File: config.mk
export PLATFORM = sky130hd
export DESIGN_NAME = modtick_timer
export DESIGN_NICKNAME = d
export VERILOG_FILES = /design/src/rtl/mt_pkg.sv /design/src/rtl/mt_prescaler.sv /design/src/rtl/mt_counter.sv /design/src/rtl/mt_status.sv /design/src/rtl/modtick_timer.sv
export SDC_FILE = /design/constraint.sdc
export NUM_CORES = 1
export LEC_CHECK = 0
export BUFFER_PORTS_ARGS = -buffer_cell sky130_fd_sc_hd__buf_2
export CELL_PAD_IN_SITES_DETAIL_PLACEMENT = 0
export CELL_PAD_IN_SITES_GLOBAL_PLACEMENT = 1
export CORE_ASPECT_RATIO = 0.7
export CORE_MARGIN = 2
export CORE_UTILIZATION = 43
export CTS_CLUSTER_DIAMETER = 200
export DETAILED_ROUTE_END_ITERATION = 12
export GPL_TIMING_DRIVEN = 1
export MAX_ROUTING_LAYER = met4
export PLACE_DENSITY_LB_ADDON = 0.15
export SETUP_SLACK_MARGIN = 0.4
export SYNTH_ARGS = -nofsm -noshare
export SYNTH_HDL_FRONTEND = slang
export SYNTH_SLANG_ARGS = --single-unit
File: constraint.sdc
create_clock -name clk -period 4.9 [get_ports clk]
set_input_delay 0.98 -clock clk [delete_from_list [all_inputs] [get_ports clk]]
set_output_delay 0.98 -clock clk [all_outputs]
set_load 0.02 [all_outputs]
File: src/rtl/mt_pkg.sv
package mt_pkg;

   localparam int SEL_W  = 3;
   localparam int STAGES = (1 << SEL_W) - 1;

   typedef struct packed {
      logic             irq_en;
      logic             rst_en;
      logic [SEL_W-1:0] psel;
   } ctrl_t;

   localparam int CTRL_W = $bits(ctrl_t);

endpackage

File: src/rtl/mt_prescaler.sv
module mt_prescaler #(
   parameter int SEL_W     = 3,
   parameter bit SYNC_LOAD = 1'b1
) (
   input  logic             clk,
   input  logic             rst_n,
   input  logic             run,
   input  logic [SEL_W-1:0] sel_req,
   output logic [SEL_W-1:0] sel_act,
   output logic             tick
);

   localparam int STAGES = (1 << SEL_W) - 1;

   if (SEL_W < 1 || SEL_W > 5) begin : g_bad_sel_w
      $error("mt_prescaler: SEL_W must lie in 1..5");
   end

   logic [STAGES-1:0] chain_q;
   logic [STAGES:0]   ones;
   logic              chain_zero;

   // ones[k] is high when the lowest k stages of the chain all read one
   assign ones[0] = 1'b1;
   for (genvar k = 0; k < STAGES; k++) begin : g_stage
      assign ones[k+1] = ones[k] & chain_q[k];
   end

   assign chain_zero = (chain_q == '0);

   always_ff @(posedge clk or negedge rst_n) begin
      if (!rst_n) begin
         chain_q <= '0;
      end else if (!run) begin
         chain_q <= '0;
      end else begin
         chain_q <= chain_q + 1'b1;
      end
   end

   if (SYNC_LOAD) begin : g_sync_load
      logic [SEL_W-1:0] act_q;
      always_ff @(posedge clk or negedge rst_n) begin
         if (!rst_n) begin
            act_q <= '0;
         end else if (chain_zero) begin
            act_q <= sel_req;
         end
      end
      assign sel_act = act_q;
   end else begin : g_direct_load
      assign sel_act = sel_req;
   end

   assign tick = run & ones[sel_act];

endmodule

File: src/rtl/mt_counter.sv
module mt_counter #(
   parameter int CNT_W = 16
) (
   input  logic             clk,
   input  logic             rst_n,
   input  logic             tick,
   input  logic             rst_en,
   input  logic [CNT_W-1:0] cmp_val,
   output logic [CNT_W-1:0] count,
   output logic             match_pulse,
   output logic             wrap_evt
);

   localparam logic [CNT_W-1:0] CNT_MAX = '1;

   if (CNT_W < 2 || CNT_W > 32) begin : g_bad_cnt_w
      $error("mt_counter: CNT_W must lie in 2..32");
   end

   logic [CNT_W-1:0] cnt_q;
   logic             hit;
   logic             cmp_load;

   assign hit      = (cnt_q == cmp_val);
   assign cmp_load = tick & rst_en & hit;
   assign wrap_evt = tick & ~cmp_load & (cnt_q == CNT_MAX);

   always_ff @(posedge clk or negedge rst_n) begin
      if (!rst_n) begin
         cnt_q <= '0;
      end else if (cmp_load) begin
         cnt_q <= '0;
      end else if (tick) begin
         cnt_q <= cnt_q + 1'b1;
      end
   end

   always_ff @(posedge clk or negedge rst_n) begin
      if (!rst_n) begin
         match_pulse <= 1'b0;
      end else begin
         match_pulse <= tick & hit;
      end
   end

   assign count = cnt_q;

endmodule

File: src/rtl/mt_status.sv
module mt_status (
   input  logic clk,
   input  logic rst_n,
   input  logic set_evt,
   input  logic clr_req,
   input  logic irq_en,
   output logic flag,
   output logic irq
);

   logic flag_q;

   always_ff @(posedge clk or negedge rst_n) begin
      if (!rst_n) begin
         flag_q <= 1'b0;
      end else if (set_evt) begin
         flag_q <= 1'b1;
      end else if (clr_req) begin
         flag_q <= 1'b0;
      end
   end

   assign flag = flag_q;
   assign irq  = flag_q & irq_en;

endmodule

File: src/rtl/modtick_timer.sv
module modtick_timer
   import mt_pkg::*;
#(
   parameter int CNT_W     = 16,
   parameter bit SYNC_LOAD = 1'b1
) (
   input  logic              clk,
   input  logic              rst_n,
   input  logic              tmr_en,
   input  logic              ctrl_we,
   input  logic [CTRL_W-1:0] ctrl_wdata,
   input  logic              cmp_we,
   input  logic [CNT_W-1:0]  cmp_wdata,
   input  logic              ovf_clr,
   output logic [CTRL_W-1:0] ctrl_rdata,
   output logic [CNT_W-1:0]  cmp_rdata,
   output logic [CNT_W-1:0]  count,
   output logic              ovf_flag,
   output logic              irq,
   output logic              match_pulse
);

   ctrl_t            ctrl_q;
   logic [CNT_W-1:0] cmp_q;
   logic             ctrl_rst_en;
   logic             ctrl_irq_en;
   logic [SEL_W-1:0] sel_act;
   logic             tick;
   logic             wrap_evt;

   always_ff @(posedge clk or negedge rst_n) begin
      if (!rst_n) begin
         ctrl_q <= '0;
      end else if (ctrl_we) begin
         ctrl_q <= ctrl_t'(ctrl_wdata);
      end
   end

   always_ff @(posedge clk or negedge rst_n) begin
      if (!rst_n) begin
         cmp_q <= '0;
      end else if (cmp_we) begin
         cmp_q <= cmp_wdata;
      end
   end

   assign ctrl_rst_en = ctrl_q.rst_en;
   assign ctrl_irq_en = ctrl_q.irq_en;

   mt_prescaler #(
      .SEL_W     (SEL_W),
      .SYNC_LOAD (SYNC_LOAD)
   ) u_pre (
      .clk     (clk),
      .rst_n   (rst_n),
      .run     (tmr_en),
      .sel_req (ctrl_q.psel),
      .sel_act (sel_act),
      .tick    (tick)
   );

   mt_counter #(
      .CNT_W (CNT_W)
   ) u_cnt (
      .clk         (clk),
      .rst_n       (rst_n),
      .tick        (tick),
      .rst_en      (ctrl_rst_en),
      .cmp_val     (cmp_q),
      .count       (count),
      .match_pulse (match_pulse),
      .wrap_evt    (wrap_evt)
   );

   mt_status u_sts (
      .clk     (clk),
      .rst_n   (rst_n),
      .set_evt (wrap_evt),
      .clr_req (ovf_clr),
      .irq_en  (ctrl_irq_en),
      .flag    (ovf_flag),
      .irq     (irq)
   );

   assign ctrl_rdata = ctrl_q;
   assign cmp_rdata  = cmp_q;

endmodule

**Yosys cells after proc, flatten, opt, wreduce, memory -nomap -nowiden**

Cells that the tools add are included.

- Bitwise logic cells: 14
- Reductions and logical operators: 3
- Multiplexer cells: 7
- Add/sub/neg operators: 2
- Equal/unequal tests: 2
- $lt $le $gt $ge: 1

Operator list:

| cell | number |
|---|---|
| $mux 16 | 2 |
| $add 16x1->16 const B | 1 |
| $eq 16x16->1 | 1 |
| $eq 16x16->1 const B | 1 |
| $and 1x1->1 | 13 |
| $add 7x1->7 const B | 1 |
| $logic_not 7->1 | 1 |
| $mux 7 | 1 |
| $lt 3x4->1 const B | 1 |
| $reduce_bool 2->1 | 2 |
| $bmux 1 s3 | 1 |
| $mux 1 | 3 |
| $not 1->1 | 1 |

- Bits of input ports: 27
- Output and inout port bits: 40
- Flip-flop bits (word level): 49
- Logic and storage cells: 38

**Depth between registers and ports, before layout**

Gate-level depths: netlist of the first run.

- Depth after elaboration: 15
- Depth in mapped cells: 8
- Mapped depth without buffers: 7

**By module**

From an unflattened synthesis of the first run, not the netlist that was laid out.

- Cell total of the unflattened synthesis: 204
- Area total of the unflattened synthesis: 2466.1 sq um

By module, submodules not included:

| module | area each (sq um) | cells an instance | seq. area each (sq um) | times used |
|---|---|---|---|---|
| mt_counter | 1071.0 | 108 | 425.4 | 1 |
| modtick_timer | 845.8 | 46 | 525.5 | 1 |
| mt_prescaler | 506.7 | 46 | 250.2 | 1 |
| mt_status | 42.5 | 4 | 25.0 | 1 |

**Least setup slack after synthesis of the first run**

No wires, ideal clock.

- Kind: input to register
- Start: input port cmp_we
- End: register cmp_q[10] (netlist: cmp_rdata[10])
- Arrival time: 1.941 ns
- Required time: 4.775 ns
- Setup slack: 2.834 ns
- Buffers on the path: 2
- Setup time: 0.125 ns
- Stages: 3
- Cells stage by stage: clkbuf_1 -> buf_1 -> mux2_2

RTL lines:

| element | RTL line | RTL |
|---|---|---|
| start, declared | modtick_timer.sv:12 | `input logic cmp_we,` |
| end signal, assigned | modtick_timer.sv:43 | `cmp_q <= cmp_wdata;` |
| end, declared | modtick_timer.sv:24 | `logic [CNT_W-1:0] cmp_q;` |

No word-level cell between the ends.

**Worst setup path in the final report of the first run**

- Start: register u_pre.chain_q[0]
- End: register u_cnt.cnt_q[9] (netlist: u_cnt.count[9])

- Word-level cells in the longest chain between the ends: 12
- Elaborated cells between the ends (all ways): 13
- Classes of those cells: 3 x mux; 9 x bitwise; 1 x reduce/logical

Ends and longest elaborated chain:

| element | RTL line | RTL |
|---|---|---|
| start, declared | mt_prescaler.sv:19 | `logic [STAGES-1:0] chain_q;` |
| start signal, assigned | mt_prescaler.sv:37 | `chain_q <= chain_q + 1'b1;` |
| $and 1x1->1 (6 in a row) | mt_prescaler.sv:26 | `assign ones[k+1] = ones[k] & chain_q[k];` |
| $bmux 1 s3 (*) | mt_prescaler.sv:55 | `assign tick = run & ones[sel_act];` |
| $mux 1 (implied by the code) (*) | mt_prescaler.sv:55 |  |
| $and 1x1->1 (*) | mt_prescaler.sv:55 |  |
| $and 1x1->1 (2 in a row) | mt_counter.sv:25 | `assign cmp_load = tick & rst_en & hit;` |
| $mux 16 / $reduce_bool 2->1 (equally long branches) | -- |  |
| end signal, assigned | mt_counter.sv:34 | `cnt_q <= cnt_q + 1'b1;` |
| end, declared | mt_counter.sv:20 | `logic [CNT_W-1:0] cnt_q;` |

Every way passes the cells marked *; elsewhere a longest branch is shown, timed or not. The select of a mux whose other input is x is not followed.
A chain may end at the register's enable or synchronous reset.

==> results of run 1 <==
-- per-layer routing --
| metal | wire, um | track usage | up-vias |
|---|---|---|---|
| met5 | 0 | - | - |
| met4 | 51 | 0.04348 | 0 |
| met3 | 290 | 0.04241 | 5 |
| met2 | 2240 | 0.2464 | 51 |
| met1 | 3057 | 0.3126 | 953 |
| li1 | - | - | 952 |
-- where the power goes --
group          internal [uW]  total, uW  leakage [uW]  switching, uW
Combinational           98.2        257      0.000687            159
Sequential               450        515      0.000620           65.6
Clock                    115        252     0.0000512            138
-- synth_stat cells --
master | number | area share
or3_1 | 9 | 0.023
o2bb2ai_1 | 1 | 0.0036
nor4_1 | 4 | 0.010
nand2_1 | 11 | 0.017
nor2b_1 | 1 | 0.0025
nor4b_1 | 2 | 0.0071
and3_1 | 1 | 0.0025
dfrtp_1 | 49 | 0.50
o211ai_1 | 1 | 0.0031
buf_4 | 3 | 0.0092
a21o_1 | 1 | 0.0031
clkbuf_2 | 1 | 0.0020
or4_1 | 5 | 0.015
mux2_2 | 23 | 0.11
o41ai_1 | 3 | 0.011
o22ai_1 | 3 | 0.0076
and2_1 | 4 | 0.010
o31ai_1 | 6 | 0.018
clkbuf_1 | 5 | 0.0076
nand4_1 | 6 | 0.015
o2111ai_1 | 2 | 0.0071
buf_2 | 1 | 0.0020
nor4_4 | 1 | 0.0086
and4_1 | 1 | 0.0036
nor3_1 | 2 | 0.0041
buf_1 | 1 | 0.0015
nor2_1 | 12 | 0.018
ha_1 | 4 | 0.020
o21ai_0 | 11 | 0.022
a21oi_2 | 1 | 0.0036
nand3_1 | 11 | 0.022
xor2_1 | 19 | 0.068
mux2i_1 | 1 | 0.0041
a21oi_1 | 12 | 0.024
inv_1 | 8 | 0.012
a221oi_2 | 1 | 0.0061
-- flip-flops by register name, summed over array words and instances (netlist names) --
signal,cells
u_cnt.match_pulse,1
u_pre.sel_act,3
u_pre.chain_q,7
cmp_rdata,16
ctrl_irq_en,1
ctrl_rdata,3
u_sts.flag,1
ctrl_rst_en,1
u_cnt.count,16
-- layout make-up --
| type | instances | area, sq um | area share |
|---|---|---|---|
| Sequential cell | 49 | 1226 | 0.4181 |
| Multi-Input combinational cell | 159 | 1149 | 0.3916 |
| Timing Repair Buffer | 67 | 337.8 | 0.1152 |
| Tap cell | 75 | 93.84 | 0.03200 |
| Clock buffer | 6 | 82.58 | 0.02816 |
| Inverter | 8 | 30.03 | 0.01024 |
| Clock inverter | 2 | 13.76 | 0.004693 |
-- worst max path at each step --
stage / startpoint / to / slack (ns) / cells after the start
after CTS: u_pre.chain_q[0] / u_cnt.count[9] / 2.27 / 7
after global routing: u_pre.chain_q[0] / u_cnt.count[9] / 1.99 / 7
after detailed placement: tmr_en / u_cnt.count[9] / 2.23 / 4
final: u_pre.chain_q[0] / u_cnt.count[9] / 2.29 / 7
after floorplan: cmp_we / cmp_rdata[10] / 2.83 / 3
after global placement: tmr_en / u_cnt.count[9] / 2.21 / 4
-- cells by family (layout without fill, tap and decap cells) --
| kind of cell | count (synthesis) | in the layout |
|---|---|---|
| AND/OR/NAND/NOR | 70 | 70 |
| flip-flops | 49 | 49 |
| AO/OA/AOI/OAI | 42 | 42 |
| multiplexers | 24 | 24 |
| XOR/XNOR | 19 | 19 |
| buffers and inverters | 19 | 83 |
| adder cells (fa/ha/maj) | 4 | 4 |
-- through the flow --
step	total power [uW]	area (sq um)
2_1_floorplan	684.9	2460
3_3_place_gp	779.6	2836
3_5_place_dp	780.5	2836
4_1_cts	1033	2933
5_1_grt	1087	2933
6_report	1024	2933
-- worst register-to-register path, cell delays in order, from the launching register on --
cell	delay (ns)
dfrtp_1	0.44
ha_1	0.23
ha_1	0.18
mux2i_1	0.08
a221oi_2	0.30
a21oi_2	0.25
nor4_4	0.78
o21ai_0	0.20
==> impl_metrics.env, run 1 <==
export IMPL_stdcell_count=366
export IMPL_min_path_type="reg -> reg"
export IMPL_synth_distinct_cells=36
export IMPL_maxCapViolations=0
export IMPL_crit_family="simple AND/OR/NAND/NOR gates"
export IMPL_cts_path_max_buffers=2
export IMPL_place_gp_congestion=0.8125
export IMPL_cts_hold_buf=0
export IMPL_reg2regPathDepth=7
export IMPL_whs_ns=0.5421
export IMPL_ys_ff_latch=49
export IMPL_worstPathCellList="ha_1 -> ha_1 -> mux2i_1 -> a221oi_2 -> a21oi_2 -> nor4_4 -> o21ai_0"
export IMPL_via_count=1961
export IMPL_global_route_usage_total=0.1955
export IMPL_grt_ovfl_total=0
export IMPL_p_per_area_nw_per_um2=349.3
export IMPL_path_max_fanout=26
export IMPL_synth_xor_area_share=0.06765
export IMPL_antenna_found_initial=0
export IMPL_drtIter0Drc=99
export IMPL_rows=23
export IMPL_post_route_period_util=0.5335
export IMPL_crit_required_ns=5.05
export IMPL_crit_path_max_incr_delay_ns=0.77
export IMPL_clockRootBuffer="clkbuf_8"
export IMPL_start_util=0.4384
export IMPL_layout_commonest_cell="buf_2"
export IMPL_rsz0062_at_grt="no"
export IMPL_crit_arrival_ns=2.76
export IMPL_yosysWarnings=0
export IMPL_vias_per_cell=5.358
export IMPL_min_to="u_pre.chain_q[0]"
export IMPL_grt_max_degree=50
export IMPL_syn_nets=258
export IMPL_slowest_stage="nor4_4"
export IMPL_rr_startpoint="u_pre.chain_q[0]"
export IMPL_post_cts_repair_setup_buffers=0
export IMPL_layout_common_cells="66 x buf_2, 49 x dfrtp_1, 23 x mux2_2"
export IMPL_ios=67
export IMPL_grt_pass1_vias=1716
export IMPL_drt_total_wl_um=5640
export IMPL_syn_inst=227
export IMPL_dp_hpwl_um=4090
export IMPL_ys_seq_area_frac=0.4985
export IMPL_final_util=0.5226
export IMPL_cpMostUsedCell="ha_1"
export IMPL_end_kind="flip-flop"
export IMPL_leakagePower_uw=0.001358
export IMPL_max_slew_margin_rel=0.2488
export IMPL_cts_htree_levels=2
export IMPL_hp_start="u_pre.chain_q[0]"
export IMPL_place_ws_ns=2.225
export IMPL_peakVddDrop_uv=166.6
export IMPL_place_inst=358
export IMPL_fill_cells=538
export IMPL_cts_resized=0
export IMPL_drt_antenna_violating_nets=0
export IMPL_synthToLayoutAreaGrowth_pct=19.23
export IMPL_synthAdderAreaFrac=0.02035
export IMPL_setup_tns_ns=0
export IMPL_avgSynthCellArea_sq_um=10.84
export IMPL_reg2reg_to="u_cnt.count[9]"
export IMPL_worst_pin_slew_ns=1.127
export IMPL_wire_per_inst_um=15.41
export IMPL_whs_path_depth=1
export IMPL_grt_pass1_wl_um=9066
export IMPL_status="finished, final reports clean"
export IMPL_cts_buffers=5
export IMPL_core_area_sq_um=5612
export IMPL_worstSetupStartpointType="flip-flop"
export IMPL_port_buffers=66
export IMPL_clock_sinks=49
export IMPL_finalCriticalPeriod_ns=2.614
export IMPL_syn_cell_area_sq_um=2460
export IMPL_yosys_area_share_simple=0.1597
export IMPL_fmax_mhz=382.5
export IMPL_fp_dieArea_sq_um=6351
export IMPL_setup_ws_ns=2.286
export IMPL_synth_compound_area_share=0.1099
export IMPL_hold_viol=0
export IMPL_path_buf_inv=0
export IMPL_synthMuxAreaShare=0.1094
export IMPL_first_pass_iters=4
export IMPL_drc=0
export IMPL_cts_reportedPaths_clkPinSlew_ns=0.09
export IMPL_cts_tree="yes"
export IMPL_antenna_cells=0
export IMPL_clock_latency_ns=0.30
export IMPL_drive_above_1_share=0.3471
export IMPL_final_setup_viol_count=0
export IMPL_nets=321
export IMPL_final_max_slew_viol_count=0
export IMPL_chipWidth_um=94.40
export IMPL_rrSetupSlack_ns=2.29
export IMPL_die_h_um=67.28
export IMPL_finClkSkew_ns=0.008918
export IMPL_critPathKind="reg -> reg"
export IMPL_synth_top_family_by_area="simple AND/OR/NAND/NOR gates"
No activity file was read; power rests on OpenSTA's default activity.
==> run 2, diff against run 1 <==
--- a/config.mk
+++ b/config.mk
@@ -5,12 +5,13 @@
 export SDC_FILE = /design/constraint.sdc
 export NUM_CORES = 1
 export LEC_CHECK = 0
+export ABC_AREA = 1
 export BUFFER_PORTS_ARGS = -buffer_cell sky130_fd_sc_hd__buf_2
 export CELL_PAD_IN_SITES_DETAIL_PLACEMENT = 0
 export CELL_PAD_IN_SITES_GLOBAL_PLACEMENT = 1
 export CORE_ASPECT_RATIO = 0.7
 export CORE_MARGIN = 2
-export CORE_UTILIZATION = 43
+export CORE_UTILIZATION = 35
 export CTS_CLUSTER_DIAMETER = 200
 export DETAILED_ROUTE_END_ITERATION = 12
 export GPL_TIMING_DRIVEN = 1
==> constraint.sdc (replaced) <==
create_clock -name clk -period 2.15 [get_ports clk]
set_input_delay 0.43 -clock clk [delete_from_list [all_inputs] [get_ports clk]]
set_output_delay 0.43 -clock clk [all_outputs]
set_load 0.02 [all_outputs]
==> impl_metrics.env, run 2 <==
export IMPL_synth_async_reset_ratio=1.000
export IMPL_yosysWarnings=0
export IMPL_max_slew_margin_rel=0.5682
export IMPL_end_kind="flip-flop"
export IMPL_clock_sinks=49
export IMPL_antenna_cells=0
export IMPL_rsz0062_at_grt="yes"
export IMPL_nets=446
export IMPL_grt_max_degree=50
export IMPL_rows=26
export IMPL_drc=0
export IMPL_ys_flop_type="dfrtp_1"
export IMPL_ys_seq_area_frac=0.4522
export IMPL_crit_arrival_ns=1.95
export IMPL_drtIter0Drc=129
export IMPL_min_path_type="in -> async"
export IMPL_met3_length_um=344
export IMPL_post_route_period_util=0.7897
export IMPL_maxCapViolations=0
export IMPL_syn_nets=377
export IMPL_fp_dieArea_sq_um=8478
export IMPL_synthTopCellsByArea="dfrtp_1 45%, nand2_1 16%, inv_1 6.2%"
export IMPL_status="finished, final reports clean"
export IMPL_critPathKind="reg -> reg"
export IMPL_cts_tree="yes"
export IMPL_place_inst=501
export IMPL_hold_viol=0
export IMPL_via_count=2326
export IMPL_dp_hpwl_um=4639
export IMPL_final_setup_viol_count=0
export IMPL_port_buffers=66
export IMPL_crit_required_ns=2.40
export IMPL_global_route_usage_total=0.1665
export IMPL_top_layer="met4"
export IMPL_drive_above_1_share=0.2933
export IMPL_grt_pass1_wl_um=10680
export IMPL_finalCriticalPeriod_ns=1.698
export IMPL_synth_commonest_cells="114 x nand2_1, 49 x dfrtp_1, 45 x inv_1"
export IMPL_place_gp_congestion=0.8275
export IMPL_stdcell_count=514
export IMPL_syn_cell_area_sq_um=2711
export IMPL_cts_htree_levels=2
export IMPL_wl_met1_um=3592
export IMPL_whs_ns=0.2217
export IMPL_p_per_area_nw_per_um2=762.6
export IMPL_chipWidth_um=109.2
export IMPL_synth_distinct_cells=29
export IMPL_slowest_stage="dfrtp_1"
export IMPL_die_h_um=77.64
export IMPL_drt_total_wl_um=6448
export IMPL_grt_pass1_vias=2135
export IMPL_finClkSkew_ns=0.007940
export IMPL_setup_tns_ns=0
export IMPL_worstSetupStartpointType="flip-flop"
export IMPL_path_max_fanout=6
export IMPL_vias_per_cell=4.525
export IMPL_core_area_sq_um=7417
export IMPL_synth_top_area_cell="dfrtp_1"
export IMPL_crit_path_max_incr_delay_ns=0.43
export IMPL_syn_inst=346
export IMPL_wire_per_inst_um=12.54
export IMPL_fmax_mhz=589.0
export IMPL_first_pass_iters=4
export IMPL_ios=67
export IMPL_worst_pin_slew_ns=0.6477
export IMPL_synthToLayoutAreaGrowth_pct=23.49
export IMPL_layout_commonest_cell="nand2_1"
export IMPL_cts_reportedPaths_clkPinSlew_ns=0.09
export IMPL_worstPathCellList="ha_4 -> ha_4 -> nand2_2 -> inv_2 -> nand2_2 -> a21oi_4 -> nor2_4 -> nor2_8 -> buf_6 -> nand4_1 -> nand2_1"
export IMPL_cts_path_max_buffers=2
export IMPL_synth_edf_count=0
export IMPL_ys_ff_latch=49
export IMPL_grt_ovfl_total=0
export IMPL_drt_antenna_violating_nets=0
export IMPL_layout_common_cells="111 x nand2_1, 66 x buf_2, 49 x dfrtp_1"
export IMPL_peakVddDrop_uv=407.6
export IMPL_total_power_uw=2553
export IMPL_final_max_slew_viol_count=0
export IMPL_start_util=0.3656
export IMPL_clock_latency_ns=0.30
export IMPL_avgSynthCellArea_sq_um=7.836
export IMPL_leakagePower_uw=0.001672
export IMPL_dr_wl_met2_um=2464
export IMPL_yosysMostFrequentCell="nand2_1"
export IMPL_cts_buffers=5
export IMPL_clockRootBuffer="clkbuf_8"
export IMPL_antenna_found_initial=0
export IMPL_synth_top_area_frac=0.4522
## run 2: cell types whose count changed after synthesis, moves of 7 or more
cell,before,now
a21oi_1,12,5
o21ai_0,11,29
mux2_2,23,3
nand2_1,11,114
o21ai_2,0,10
inv_1,8,45
or3_1,9,0
xor2_1,19,12
## run 2: path summary, 6_finish.rpt
check,from,to,slack (ns),depth (start not counted)
hold / removal,rst_n,u_pre.chain_q[5],0.22,2
max in group asynchronous,rst_n,u_cnt.count[4],1.48,2
hold reg to reg,u_pre.sel_act[2],u_pre.sel_act[2],0.52,2
setup reg to reg,u_pre.chain_q[1],u_cnt.count[12],0.45,11
setup / recovery,u_pre.chain_q[1],u_cnt.count[12],0.45,11
min in group clk,ctrl_wdata[1],ctrl_rdata[1],0.32,3
## run 2: where the power goes
group / total (uW) / switching (uW) / internal [uW] / leakage, uW
logic: 700 / 446 / 253 / 0.000982
registers: 1150 / 137 / 1020 / 0.000632
clock network: 700 / 321 / 379 / 0.0000574
## run 2: cells by family after synthesis
family,share of synthesized area
AO/OA/AOI/OAI,0.09783
adder cells (fa/ha/maj),0.01846
flip-flops,0.4522
AND/OR/NAND/NOR,0.2760
XOR/XNOR,0.04199
buffers and inverters,0.1011
multiplexers,0.01246
## run 2: per-layer routing
metal | vias up | GRT usage
met4 | 0 | 0.03418
li1 | 1214 | -
met1 | 1053 | 0.2659
met5 | - | -
met2 | 55 | 0.2099
met3 | 4 | 0.03782
## run 2: area by class of cell
cell class              instances  area (sq um)
inverters                      52         202.7
fillers                       764          4069
well taps                      98         122.6
repair buffers                 72         382.9
clock buffers                   6         82.58
multi-input cells             235          1294
flip-flops and latches         49          1226
clock inverters                 2         37.54
## run 2: worst max-delay path: cells and delay by family (launching register included)
kind,cells,cell delay (ns)
compound gates,1,0.13
fa+ha+maj,2,0.33
buf+inv,2,0.20
flops,1,0.43
simple gates,6,0.55
## run 2: metrics by stage
| step | utilization | instance area, sq um | worst slack, ns |
|---|---|---|---|
| 2_1_floorplan | - | 2711 | 0.5015 |
| 3_3_place_gp | 0.4180 | 3100 | 0.4003 |
| 3_5_place_dp | 0.4180 | 3100 | 0.3590 |
| 4_1_cts | 0.4391 | 3257 | 0.4173 |
| 5_1_grt | 0.4514 | 3348 | 0.3243 |
| 6_report | 0.4514 | 3348 | 0.4521 |
## run 2: what timing repair did
item / CTS / global route
pin swaps: 1 / 6
endpoints found under the setup margin: 15 / 18
hold buffers: 0 / 0
cloned: 0 / 1
resized for setup: 3 / 21
buffers inserted: 3 / 1
==> run 3, diff against run 2 <==
--- a/config.mk
+++ b/config.mk
@@ -11,7 +11,7 @@
 export CELL_PAD_IN_SITES_GLOBAL_PLACEMENT = 1
 export CORE_ASPECT_RATIO = 0.7
 export CORE_MARGIN = 2
-export CORE_UTILIZATION = 35
+export CORE_UTILIZATION = 38
 export CTS_CLUSTER_DIAMETER = 200
 export DETAILED_ROUTE_END_ITERATION = 12
 export GPL_TIMING_DRIVEN = 1
==> constraint.sdc (replaced) <==
create_clock -name clk -period 1.7 [get_ports clk]
set_input_delay 0.34 -clock clk [delete_from_list [all_inputs] [get_ports clk]]
set_output_delay 0.34 -clock clk [all_outputs]
set_load 0.02 [all_outputs]
==> impl_metrics.env, run 3 (synthesized netlist as in run 2, its figures left out) <==
export IMPL_worstSetupStartpointType="flip-flop"
export IMPL_crit_arrival_ns=1.82
export IMPL_clockRootBuffer="clkbuf_8"
export IMPL_wire_per_inst_um=11.57
export IMPL_drtIter0Drc=81
export IMPL_cp_depth=11
export IMPL_total_power_uw=3183
export IMPL_clock_sinks=49
export IMPL_antenna_cells=0
export IMPL_grt_ovfl_total=0
export IMPL_synthToLayoutAreaGrowth_pct=27.36
export IMPL_p_int_uw=2063
export IMPL_core_area_sq_um=6819
export IMPL_register_area_sq_um=1240
export IMPL_p_per_area_nw_per_um2=921.9
export IMPL_crit_path_max_incr_delay_ns=0.40
export IMPL_leakagePower_uw=0.001732
export IMPL_drive_above_1_share=0.3279
export IMPL_hold_viol=0
export IMPL_use_met2=0.2345
export IMPL_via_count=2330
export IMPL_reg2regPathDepth=11
export IMPL_drt_antenna_violating_nets=0
export IMPL_met1_usage=0.2467
export IMPL_start_util=0.3976
export IMPL_min_path_type="in -> reg"
export IMPL_layout_commonest_cell="nand2_1"
export IMPL_port_buffers=66
export IMPL_final_max_slew_viol_count=0
export IMPL_end_kind="flip-flop"
export IMPL_grt_pass1_wl_um=9984
export IMPL_rsz0062_at_grt="yes"
export IMPL_antenna_found_initial=0
export IMPL_final_setup_viol_count=0
export IMPL_clock_latency_ns=0.29
export IMPL_post_route_period_util=0.9461
export IMPL_nets=460
export IMPL_drt_total_wl_um=6063
export IMPL_p_seq_frac=0.458
export IMPL_cts_htree_levels=2
export IMPL_rows=25
export IMPL_drc=0
export IMPL_die_h_um=74.67
export IMPL_setup_tns_ns=0
export IMPL_combPwrFrac=0.309
export IMPL_max_slew_margin_rel=0.7998
export IMPL_worst_pin_slew_ns=0.2981
export IMPL_cts_buffers=5
export IMPL_status="finished, final reports clean"
export IMPL_worstPathCellList="ha_4 -> ha_4 -> nand2_1 -> inv_1 -> nand2_1 -> a21oi_2 -> nor2_4 -> nor2_8 -> buf_4 -> nand3_1 -> o21ai_0"
export IMPL_power_switching_uw=1121
export IMPL_ios=67
export IMPL_place_gp_congestion=0.8407
export IMPL_fill_cells=712
export IMPL_cts_reportedPaths_clkPinSlew_ns=0.08
export IMPL_pwr_share_clk=0.233
export IMPL_layout_common_cells="114 x nand2_1, 62 x buf_2, 45 x inv_1"
export IMPL_slowest_stage="dfrtp_1"
export IMPL_finClkSkew_ns=0.005110
export IMPL_grt_pass1_vias=2093
export IMPL_multi_input_area_sq_um=1262
export IMPL_fp_dieArea_sq_um=7837
export IMPL_first_pass_iters=4
export IMPL_chipWidth_um=105.0
export IMPL_grt_max_degree=40
export IMPL_switching_share=0.3521
export IMPL_peakVddDrop_uv=530.5
export IMPL_whs_ns=0.2464
export IMPL_use_met3=0.03030
export IMPL_crit_family="simple AND/OR/NAND/NOR gates"
export IMPL_grt_busiest_layer="met1"
export IMPL_vias_per_cell=4.447
export IMPL_dp_hpwl_um=4643
export IMPL_cts_tree="yes"
export IMPL_critPathKind="reg -> reg"
export IMPL_path_buf_inv=2
export IMPL_fmax_mhz=621.7
export IMPL_finalCriticalPeriod_ns=1.608
export IMPL_whs_path_depth=3
export IMPL_maxCapViolations=0
export IMPL_global_route_usage_total=0.1649
export IMPL_cts_path_max_buffers=2
export IMPL_path_max_fanout=6
export IMPL_crit_required_ns=1.91
[run 3: cell types whose count changed in the layout (fill, tap and decap cells not counted), sizes merged]
cell	previous run	this run
clkinv	1	2
nand2	119	118
dlygate4sd3	0	1
bufinv	1	0
clkinvlp	1	0
clkbuf	6	7
buf	72	86
[run 3: final timing paths]
check / startpoint / end / slack, ns
setup / recovery: u_pre.chain_q[0] / u_cnt.count[1] / 0.09
hold / removal: ctrl_wdata[0] / ctrl_rdata[0] / 0.25
setup reg to reg: u_pre.chain_q[0] / u_cnt.count[1] / 0.09
hold reg to reg: u_pre.sel_act[2] / u_pre.sel_act[2] / 0.51
max in group asynchronous: rst_n / u_cnt.count[15] / 0.75
min in group asynchronous: rst_n / ctrl_rdata[0] / 0.45
[run 3: repair_timing]
item                                   CTS  global route
buffers inserted                         6             7
endpoints found under the hold margin   10             0
setup endpoints to repair               28            33
resized for setup                       11            13
hold buffers                             1             0
pin swaps                                2             3
[run 3: area by class of cell]
cell class                      count  area share
Clock buffer                        7     0.02790
Clock inverter                      1    0.001449
Inverter                           52     0.05797
Multi-Input combinational cell    234      0.3656
Sequential cell                    49      0.3591
Tap cell                           94     0.03406
Timing Repair Buffer               87      0.1540
[run 3: worst reg2reg max path: cells and delay by family (launching register included)]
family / cells / cell delay, ns
simple gates: 5 / 0.43
flops: 1 / 0.40
fa+ha+maj: 2 / 0.28
compound gates: 2 / 0.22
buf+inv: 2 / 0.20
[run 3: routing by layer]
layer / vias up / share of wire
met3: 5 / 0.044
met5: - / 0
met2: 52 / 0.39
met1: 1028 / 0.56
li1: 1245 / -
met4: 0 / 0.0069
[run 3: per-stage QoR]
| step | area [sq um] | cells | utilization | setup WS, ns |
|---|---|---|---|---|
| final | 3453 | 524 | 0.5064 | 0.09158 |
| after floorplan | 2754 | 346 | - | 0.1141 |
| after global routing | 3453 | 524 | 0.5064 | -0.03012 |
| after detailed placement | 3186 | 502 | 0.4672 | 0.04659 |
| after global placement | 3186 | 502 | 0.4672 | 0.09685 |
| after CTS | 3372 | 517 | 0.4945 | 0.1110 |
[run 3: power by group through the flow]
stage / sequential, uW / clock (uW) / combinational [uW]
2_1_floorplan: 1570 / 0 / 493
3_3_place_gp: 1480 / 0 / 857
3_5_place_dp: 1480 / 0 / 858
4_1_cts: 1460 / 765 / 920
5_1_grt: 1490 / 812 / 1100
6_report: 1460 / 740 / 984
